`src/rtl/bidir_rotor.sv`:
```
module bidir_rotor #(
  parameter int STAGES = 32
) (
  input  logic              clk,
  input  logic              rst,
  input  logic              go_left,
  input  logic              take_ext,
  input  logic              freeze,
  input  logic              right_in,
  input  logic              left_in,
  output logic              left_out,
  output logic              right_out,
  output logic [STAGES-1:0] stages
);
  localparam int LAST = STAGES - 1;

  logic [STAGES-1:0] q;
  logic [STAGES-1:0] nxt;
  logic fill_low;
  logic fill_high;

  assign fill_low  = take_ext ? right_in : q[LAST];
  assign fill_high = take_ext ? left_in  : q[0];

  generate
    for (genvar k = 0; k < STAGES; k++) begin : g_stage
      logic from_below;
      logic from_above;
      if (k == 0) begin : g_first
        assign from_below = fill_low;
      end else begin : g_mid_lo
        assign from_below = q[k-1];
      end
      if (k == LAST) begin : g_last
        assign from_above = fill_high;
      end else begin : g_mid_hi
        assign from_above = q[k+1];
      end
      assign nxt[k] = go_left ? from_above : from_below;
    end
  endgenerate

  always_ff @(posedge clk) begin
    if (rst)          q <= '0;
    else if (!freeze) q <= nxt;
  end

  always_ff @(negedge clk) begin
    if (rst) begin
      left_out  <= 1'b0;
      right_out <= 1'b0;
    end else begin
      left_out  <= q[0];
      right_out <= q[LAST];
    end
  end

  assign stages = q;

  assert_reset_clear_R1: assert property (@(posedge clk)
    rst |=> (stages == '0));

  assert_freeze_hold_R6: assert property (@(posedge clk) disable iff (rst)
    freeze |=> $stable(stages));

  assert_ext_right_R2: assert property (@(posedge clk) disable iff (rst)
    (!freeze && !go_left && take_ext) |=>
      (stages[0] == $past(right_in)) && (stages[LAST:1] == $past(stages[LAST-1:0])));

  assert_ext_left_R3: assert property (@(posedge clk) disable iff (rst)
    (!freeze && go_left && take_ext) |=>
      (stages[LAST] == $past(left_in)) && (stages[LAST-1:0] == $past(stages[LAST:1])));

  assert_rot_right_R4: assert property (@(posedge clk) disable iff (rst)
    (!freeze && !go_left && !take_ext) |=> (stages[0] == $past(stages[LAST])));

  assert_rot_left_R5: assert property (@(posedge clk) disable iff (rst)
    (!freeze && go_left && !take_ext) |=> (stages[LAST] == $past(stages[0])));

  assert_out_track_R7: assert property (@(posedge clk) disable iff (rst)
    (left_out == stages[0]) && (right_out == stages[LAST]));
endmodule

```
`config.mk`:
```
export PLATFORM = sky130hd
export DESIGN_NAME = bidir_rotor
export DESIGN_NICKNAME = d
export VERILOG_FILES = /design/src/rtl/bidir_rotor.sv
export SDC_FILE = /design/constraint.sdc
export NUM_CORES = 1
export LEC_CHECK = 0
export CAP_MARGIN = 25
export CORE_ASPECT_RATIO = 0.6
export CORE_MARGIN = 8
export CORE_UTILIZATION = 47
export DETAILED_ROUTE_END_ITERATION = 8
export DONT_BUFFER_PORTS = 1
export GPL_TIMING_DRIVEN = 0
export MAX_ROUTING_LAYER = met4
export PLACE_DENSITY_LB_ADDON = 0.08
export SYNTH_ARGS = -nofsm -noshare
export SYNTH_HDL_FRONTEND = slang
export SYNTH_SLANG_ARGS = --single-unit
```
`constraint.sdc`:
```
create_clock -name clk -period 2.52 [get_ports clk]
set_input_delay 0.252 -clock clk [delete_from_list [all_inputs] [get_ports clk]]
set_output_delay 0.252 -clock clk [all_outputs]
set_load 0.05 [all_outputs]
```
==> results of run 1 <==
routing by layer:
metal,part of all wire,up-vias,wire length [um],global-route usage
li1,-,567,-,-
met1,0.47,543,1720,0.160
met4,0.0074,0,27,0.0499
met2,0.42,42,1520,0.178
met5,0,-,0,-
met3,0.10,2,367,0.0600
state kept, by name (all words and copies together), names as in the netlist:
| name | cells |
|---|---|
| left_out | 1 |
| right_out | 1 |
| stages | 32 |
power by group through the flow:
stage	registers [uW]	logic [uW]	clock network (uW)
3_3_place_gp	742	141	7.46
2_1_floorplan	727	126	7.46
4_1_cts	732	148	434
3_5_place_dp	744	147	7.46
5_1_grt	737	161	470
6_report	731	147	426
worst max path at each step:
stage,to,slack (ns),cells past startpoint
CTS,right_out,0.04,0
floorplan,right_out$_SDFF_NP0_,0.35,1
finish,right_out,0.06,0
detailed placement,left_out$_SDFF_NP0_,0.27,1
global route,left_out,0.01,0
global placement,right_out$_SDFF_NP0_,0.27,1
logic make-up after synthesis:
kind of cell / Yosys count / synth area share
flip-flops: 34 / 0.407
buffers and inverters: 17 / 0.106
multiplexers: 32 / 0.193
AND/OR/NAND/NOR: 36 / 0.147
AO/OA/AOI/OAI: 32 / 0.147
per-stage QoR:
step	hold slack, ns	area [um^2]	total power (uW)	std cells
after global placement	0.515	1730	891	196
final	0.229	1830	1300	205
after floorplan	0.499	1670	861	151
after detailed placement	0.519	1730	898	196
after CTS	0.222	1830	1310	205
after global routing	0.233	1830	1370	205
layout make-up:
type	instances	area, um^2	area share
multi-input combinational	100	815	0.446
sequential	34	681	0.373
buffer	15	170	0.0932
clock buffer	6	82.6	0.0452
tap	45	56.3	0.0308
clock inverter	4	18.8	0.0103
inverter	1	3.75	0.00205
placed cells by master, fill, tap and decap left out, drive strengths merged:
| master | count |
|---|---|
| dlymetal6s2s | 1 |
| clkbuf | 8 |
| a221o | 2 |
| mux2 | 2 |
| and4bb | 1 |
| nor4b | 1 |
| nor2b | 22 |
| mux2i | 30 |
| a211oi | 30 |
| nor3 | 1 |
| inv | 4 |
| clkinvlp | 1 |
| nor3b | 1 |
| buf | 12 |
| and2b | 10 |
| dfxtp | 34 |
==> key figures, run 1 <==
Setup path
  • WP data arrival: 2.21 ns
  • Crit Reg-Reg Endpoint: left_out$_SDFF_NP0_
  • Setup crit start: right_out$_SDFF_NP0_
  • Reg-to-reg startpoint: stages[0]$_SDFFE_PP0N_
  • R2R Setup Slk: 0.31 ns
  • Worst EP required: 2.27 ns
  • Startpoint types: flip-flop
  • Worst Setup End Kind: output port
  • Critical-path maximum fanout: 1
  • Kind of critical path: reg -> out
  • Reg2Reg Depth: 1

Finish
  • Area growth syn-to-layout: 9.20%
  • Final net count: 166
  • Fill count: 311
  • Layout cell share with drive strength beyond 1: 0.138
  • Diode count: 0
  • Final core occ: 0.550

Logic synthesis
  • Mapped cell area: 1670 um^2
  • Most common cell in the netlist: dfxtp_1
  • Yosys top cell by area: dfxtp_1
  • Synth top area cells: dfxtp_1 (41%), mux2i_1 (18%), a211oi_1 (13%)
  • Sequential-to-total area share from yosys stat: 0.407
  • Mean Syn Cell Area: 11.1 um^2
  • Yosys top cell area share: 0.407
  • Cells after Synth: 151
  • Most instantiated cells after synthesis: dfxtp_1 (34), a211oi_1 (30), mux2i_1 (30)
  • Yosys Warn Count: 0
  • Main flop type after synthesis: dfxtp_1
  • EDFF count, synth: 0
  • Count of state elements after synthesis: 34
  • Netlist cell types: 17
  • Ys async rst share: 0
  • Syn_nets: 158

Timing
  • Relative slew slack: 0.584
  • Clock Skews: 0.0564 ns
  • Final Max Slew Viols: 0
  • Final setup margin: 0.0578 ns
  • Setup_tns: 0 ns
  • Final hold violations: 0
  • Setup violators final: 0
  • RSZ-0062 raised after global routing: no
  • Slew at the pin closest to its max-slew limit: 0.623 ns

Status
  • Status: finished, final reports clean

Power and ir drop
  • Peak supply drop: 0.351 mV
  • Power density over the cells: 713 nW/um^2
  • P_sw: 430 uW
  • Internal Power: 874 uW
  • Logic pwr share: 0.112
  • Switching Fraction: 0.330
  • Pleak: 0.000760 uW
  • Clk pwr share: 0.327
  • Flop pwr share: 0.561

CTS
  • CTS Buf Count: 5
  • CTS tree: built
  • Worst skew pair latency: 0.34 ns
  • Worst-path clk slew: 0.07 ns
  • Clock root cell: clkbuf_8
  • Post-CTS Repair Setup Buffers: 0
  • Post-CTS sizing: 0
  • Clk sink count: 34
  • CTS hold repair buffers: 0
  • Clock buffer depth: 2
  • # H-tree levels: 2

Floorplanning
  • Die Wd: 93.0 um
  • Full die area: 5790 um^2
  • IO Count: 41
  • # rows: 16
  • Core ar.: 3320 um^2
  • Initial Util: 0.503
  • Die Y: 62.2 um

Worst hold path
  • Hold Path Class: in -> reg
  • Min-Delay Startpoint: left_in
  • Worst min-delay path endpoint: stages[31]$_SDFFE_PP0N_
  • WHS Path Cells: 2

Placement
  • Dpl ws: 0.269 ns
  • Final HPWL DP: 2650 um
  • Port bufs: 0
  • Gpl congestion: 0.723

Drt
  • DRT Pass-1 Iters: 4
  • Routed WL: 3630 um
  • Antenna-violating nets left: 0
  • First DRT Iteration DRCs: 39
  • Vias/cell: 5.63
  • Total vias in the final route: 1,154
  • DRC: 0
  • WL per Instance: 17.7 um

Global route
  • Vias in the first global route: 1,111
  • Grt ovf: 0
  • Largest net degree at the start of global routing: 12
  • Initial antenna violation count: 0
  • First-pass GRT wire length: 6000 um
  • All-layer global routing usage: 0.130

Job
  • Count of max-cap constraint violations: 0
Power figures use the tool's default switching activity.
==> run 2, diff against run 1 <==
Settings changed: CORE_UTILIZATION 47 to 45, MAX_ROUTING_LAYER met4 to not set.
==> run 2 against run 1 <==
Effect of this change: routed wire length shrank 0.19%; highest routed layer unchanged; cell area fell by 0.55%; worst hold slack got worse by 0.00059 ns; via count down 0.35%; clock skew increased by 0.0037 ns.
==> key figures, run 2 (synthesis gave the netlist of run 1 again) <==
Floorplanning
  • Full die area: 5990 um^2
  • Core ar.: 3620 um^2
  • IO Count: 41
  • Die Wd: 94.7 um
  • Initial Util: 0.463
  • Die Y: 63.2 um
  • # rows: 17

Timing
  • Slew at the pin closest to its max-slew limit: 0.623 ns
  • Final Max Slew Viols: 0
  • RSZ-0062 raised after global routing: no
  • Clock Skews: 0.0600 ns
  • Final setup margin: 0.0582 ns
  • Setup violators final: 0
  • Setup_tns: 0 ns
  • Final hold violations: 0
  • Relative slew slack: 0.584

Setup path
  • Reg2Reg Depth: 1
  • Worst EP required: 2.27 ns
  • Critical-path maximum fanout: 1
  • Kind of critical path: reg -> out
  • Worst setup path end: left_out
  • WP data arrival: 2.21 ns
  • Crit Reg-Reg Endpoint: right_out$_SDFF_NP0_
  • R2R Setup Slk: 0.31 ns
  • Setup crit start: left_out$_SDFF_NP0_
  • Startpoint types: flip-flop
  • Reg-to-reg startpoint: stages[31]$_SDFFE_PP0N_
  • Worst Setup End Kind: output port
  • Worst path depth: 0

Power and ir drop
  • Peak supply drop: 0.297 mV
  • Power density over the cells: 702 nW/um^2
  • Pleak: 0.000751 uW

Status
  • Status: finished, final reports clean

CTS
  • Clk sink count: 34
  • CTS tree: built
  • Worst-path clk slew: 0.07 ns
  • Clock root cell: clkbuf_8
  • CTS hold repair buffers: 0
  • # H-tree levels: 2
  • Clock buffer depth: 2
  • Post-CTS sizing: 0
  • Post-CTS Repair Setup Buffers: 0
  • Worst skew pair latency: 0.34 ns
  • CTS Buf Count: 5

Finish
  • Commonest non-fill, non-tap cell in the layout: dfxtp_1
  • Final net count: 166
  • Diode count: 0
  • Layout cell share with drive strength beyond 1: 0.125
  • Area growth syn-to-layout: 8.60%
  • Most frequent cells in the layout: dfxtp_1 (34), mux2i_1 (30), a211oi_1 (30)
  • Largest register FFs: 32
  • Fill count: 349

Global route
  • All-layer global routing usage: 0.124
  • Vias in the first global route: 1,137
  • Largest net degree at the start of global routing: 11
  • First-pass GRT wire length: 5900 um
  • Grt ovf: 0
  • Initial antenna violation count: 0

Placement
  • Final HPWL DP: 2580 um
  • Dpl ws: 0.265 ns
  • Gpl congestion: 0.750
  • Port bufs: 0

Worst hold path
  • Hold Path Class: in -> reg

Drt
  • Routed WL: 3630 um
  • Total vias in the final route: 1,150
  • First DRT Iteration DRCs: 40
  • Antenna-violating nets left: 0
  • DRC: 0
  • Vias/cell: 5.56
  • WL per Instance: 17.5 um
  • DRT Pass-1 Iters: 4

Job
  • Count of max-cap constraint violations: 0
-- run 2: layout make-up --
type	count	area, um^2	area share
Tap cell	47	58.8	0.0324
Clock inverter	3	12.5	0.00689
Inverter	1	3.75	0.00207
Multi-Input combinational cell	100	815	0.448
Sequential cell	34	681	0.375
Clock buffer	7	76.3	0.0420
Buffer	15	170	0.0937
-- run 2: routing by layer --
layer / GRT usage / vias up / routed length [um]
met5: 0 / - / 0
met4: 0.0638 / 0 / 31
met3: 0.0662 / 2 / 370
met2: 0.167 / 31 / 1480
met1: 0.153 / 550 / 1750
li1: - / 567 / -
-- run 2: how the worst min path moves through the flow --
| stage | start | end | slack (ns) | cells past startpoint |
|---|---|---|---|---|
| 5_1_grt | right_in | stages[0]$_SDFFE_PP0N_ | 0.23 | 2 |
| 4_1_cts | left_in | stages[31]$_SDFFE_PP0N_ | 0.22 | 2 |
| 3_5_place_dp | left_in | stages[31]$_SDFFE_PP0N_ | 0.52 | 2 |
| 3_3_place_gp | left_in | stages[31]$_SDFFE_PP0N_ | 0.51 | 2 |
| 2_1_floorplan | right_in | stages[0]$_SDFFE_PP0N_ | 0.50 | 2 |
| 6_report | left_in | stages[31]$_SDFFE_PP0N_ | 0.23 | 2 |
-- run 2: where the power goes --
group / internal, uW / leakage [uW] / total (uW) / switching, uW
logic: 79.3 / 0.000422 / 146 / 66.9
clock network: 197 / 0.0000490 / 400 / 203
registers: 572 / 0.000280 / 729 / 158
total: 848 / 0.000751 / 1280 / 428
-- run 2: stage by stage --
step	cells	cell area, um^2	hold WS [ns]	total power [uW]	util
final	207	1820	0.228	1280	0.502
after global routing	207	1820	0.225	1340	0.502
after CTS	207	1820	0.222	1290	0.502
after detailed placement	198	1730	0.520	898	0.479
after global placement	198	1730	0.513	892	0.479
after floorplan	151	1670	0.499	861	-
==> run 3, diff against run 2 <==
Clock period 2.52 ns to 2.1 ns, I/O delays scaled along.
==> run 3 against run 2 <==
Effect of this change: die area stayed put; non-clock buffer count unchanged; cell area up 0.28%; largest power group unchanged; critical path depth stayed put; clock skew about the same; combinational power rose by 20%; clock power rose by 20%; highest routed layer unchanged; largest cell class unchanged; final cell count did not move.
==> key figures, run 3 (synthesis gave the netlist of run 1 again) <==
Status
  • Status: finished, final reports clean

Floorplanning
  • Die Wd: 94.7 um
  • IO Count: 41
  • # rows: 17
  • Full die area: 5990 um^2
  • Die Y: 63.2 um
  • Core ar.: 3620 um^2
  • Initial Util: 0.463

Finish
  • Area growth syn-to-layout: 8.90%
  • Most frequent cells in the layout: dfxtp_1 (32), mux2i_1 (30), a211oi_1 (30)
  • Reg area: 686 um^2
  • Diode count: 0
  • Layout cell share with drive strength beyond 1: 0.138
  • Fill count: 346
  • Final net count: 166
  • Largest register FFs: 32
  • Area of the multi-input gates: 815 um^2
  • Commonest non-fill, non-tap cell in the layout: dfxtp_1

Worst hold path
  • Min-Delay Startpoint: left_in
  • Hold Path Class: in -> reg

Global route
  • Met3 usage: 0.0662
  • Grt ovf: 0
  • All-layer global routing usage: 0.124
  • First-pass GRT wire length: 5900 um
  • GR Util met1: 0.153
  • Largest net degree at the start of global routing: 11
  • Met2 GRT Util: 0.167
  • Vias in the first global route: 1,137
  • Initial antenna violation count: 0
  • Most used routing layer: met2

Drt
  • Routed WL: 3630 um
  • Total vias in the final route: 1,151
  • First DRT Iteration DRCs: 42
  • WL per Instance: 17.5 um
  • Vias/cell: 5.56
  • DRT Pass-1 Iters: 4
  • DRC: 0
  • Antenna-violating nets left: 0

CTS
  • CTS Buf Count: 5
  • Clk sink count: 34
  • # H-tree levels: 2
  • Worst skew pair latency: 0.34 ns
  • Worst-path clk slew: 0.07 ns
  • CTS tree: built
  • Clock buffer depth: 2
  • Clock root cell: clkbuf_8

Timing
  • Setup violators final: 0
  • Slew at the pin closest to its max-slew limit: 0.623 ns
  • RSZ-0062 raised after global routing: no
  • Final setup margin: 0.0311 ns
  • Clock Skews: 0.0597 ns
  • Final Max Slew Viols: 0
  • Relative slew slack: 0.584
  • Final hold violations: 0
  • Setup_tns: 0 ns

Placement
  • Gpl congestion: 0.750
  • Port bufs: 0
  • Final HPWL DP: 2580 um
  • Dpl ws: 0.0550 ns

Power and ir drop
  • Peak supply drop: 0.357 mV
  • Power density over the cells: 840 nW/um^2
  • Pleak: 0.000752 uW

Setup path
  • Critical-path maximum fanout: 1
  • Setup crit start: right_out$_SDFF_NP0_
  • WP data arrival: 1.86 ns
  • R2R Setup Slk: 0.10 ns
  • Kind of critical path: reg -> out
  • Startpoint types: flip-flop
  • Reg-to-reg startpoint: stages[31]$_SDFFE_PP0N_
  • Worst Setup End Kind: output port
  • Worst EP required: 1.89 ns

Job
  • Count of max-cap constraint violations: 0
run 3: cell count changes in the layout (fill, tap and decap cells not counted):
cell and change:
dfxtp_1 -2, dfxtp_2 +1, dfxtp_4 +1
run 3: layer usage:
layer / part of all wire / vias to the layer above
met5: 0 / -
met2: 0.41 / 33
li1: - / 566
met4: 0.0085 / 0
met1: 0.48 / 550
met3: 0.10 / 2
run 3: through the flow:
stage | utilization | total power, uW | cell area, um^2 | cells | hold slack, ns
2_1_floorplan | - | 1030 | 1670 | 151 | 0.457
6_report | 0.504 | 1530 | 1820 | 207 | 0.186
3_5_place_dp | 0.479 | 1080 | 1730 | 198 | 0.478
5_1_grt | 0.504 | 1600 | 1820 | 207 | 0.183
3_3_place_gp | 0.479 | 1070 | 1730 | 198 | 0.471
4_1_cts | 0.503 | 1550 | 1820 | 207 | 0.180
run 3: area by class of cell:
| class | count | share of cell area |
|---|---|---|
| inverter | 1 | 0.00206 |
| tap | 47 | 0.0323 |
| sequential | 34 | 0.376 |
| clock buffer | 7 | 0.0419 |
| buffer | 15 | 0.0934 |
| multi-input combinational | 100 | 0.447 |
| clock inverter | 3 | 0.00687 |
run 3: worst paths after layout:
kind                                                 to  depth (start not counted)
worst min register to register  stages[20]$_SDFFE_PP0N_                          2
worst min-delay path            stages[31]$_SDFFE_PP0N_                          2
worst max-delay path                          right_out                          0
worst max register to register     right_out$_SDFF_NP0_                          1
run 3: power breakdown:
group | leakage, uW | switching (uW) | total, uW | internal (uW)
Clock | 0.0000490 | 243 | 480 | 237
Sequential | 0.000282 | 190 | 875 | 685
Combinational | 0.000422 | 80.3 | 175 | 95.2
run 3: what timing repair did:
item / CTS / global route
setup buffers: 0 / 0
hold endpoints to repair: 0 / 0
resized for setup: 2 / 1
setup endpoints to repair: 2 / 1
hold buffers: 0 / 0
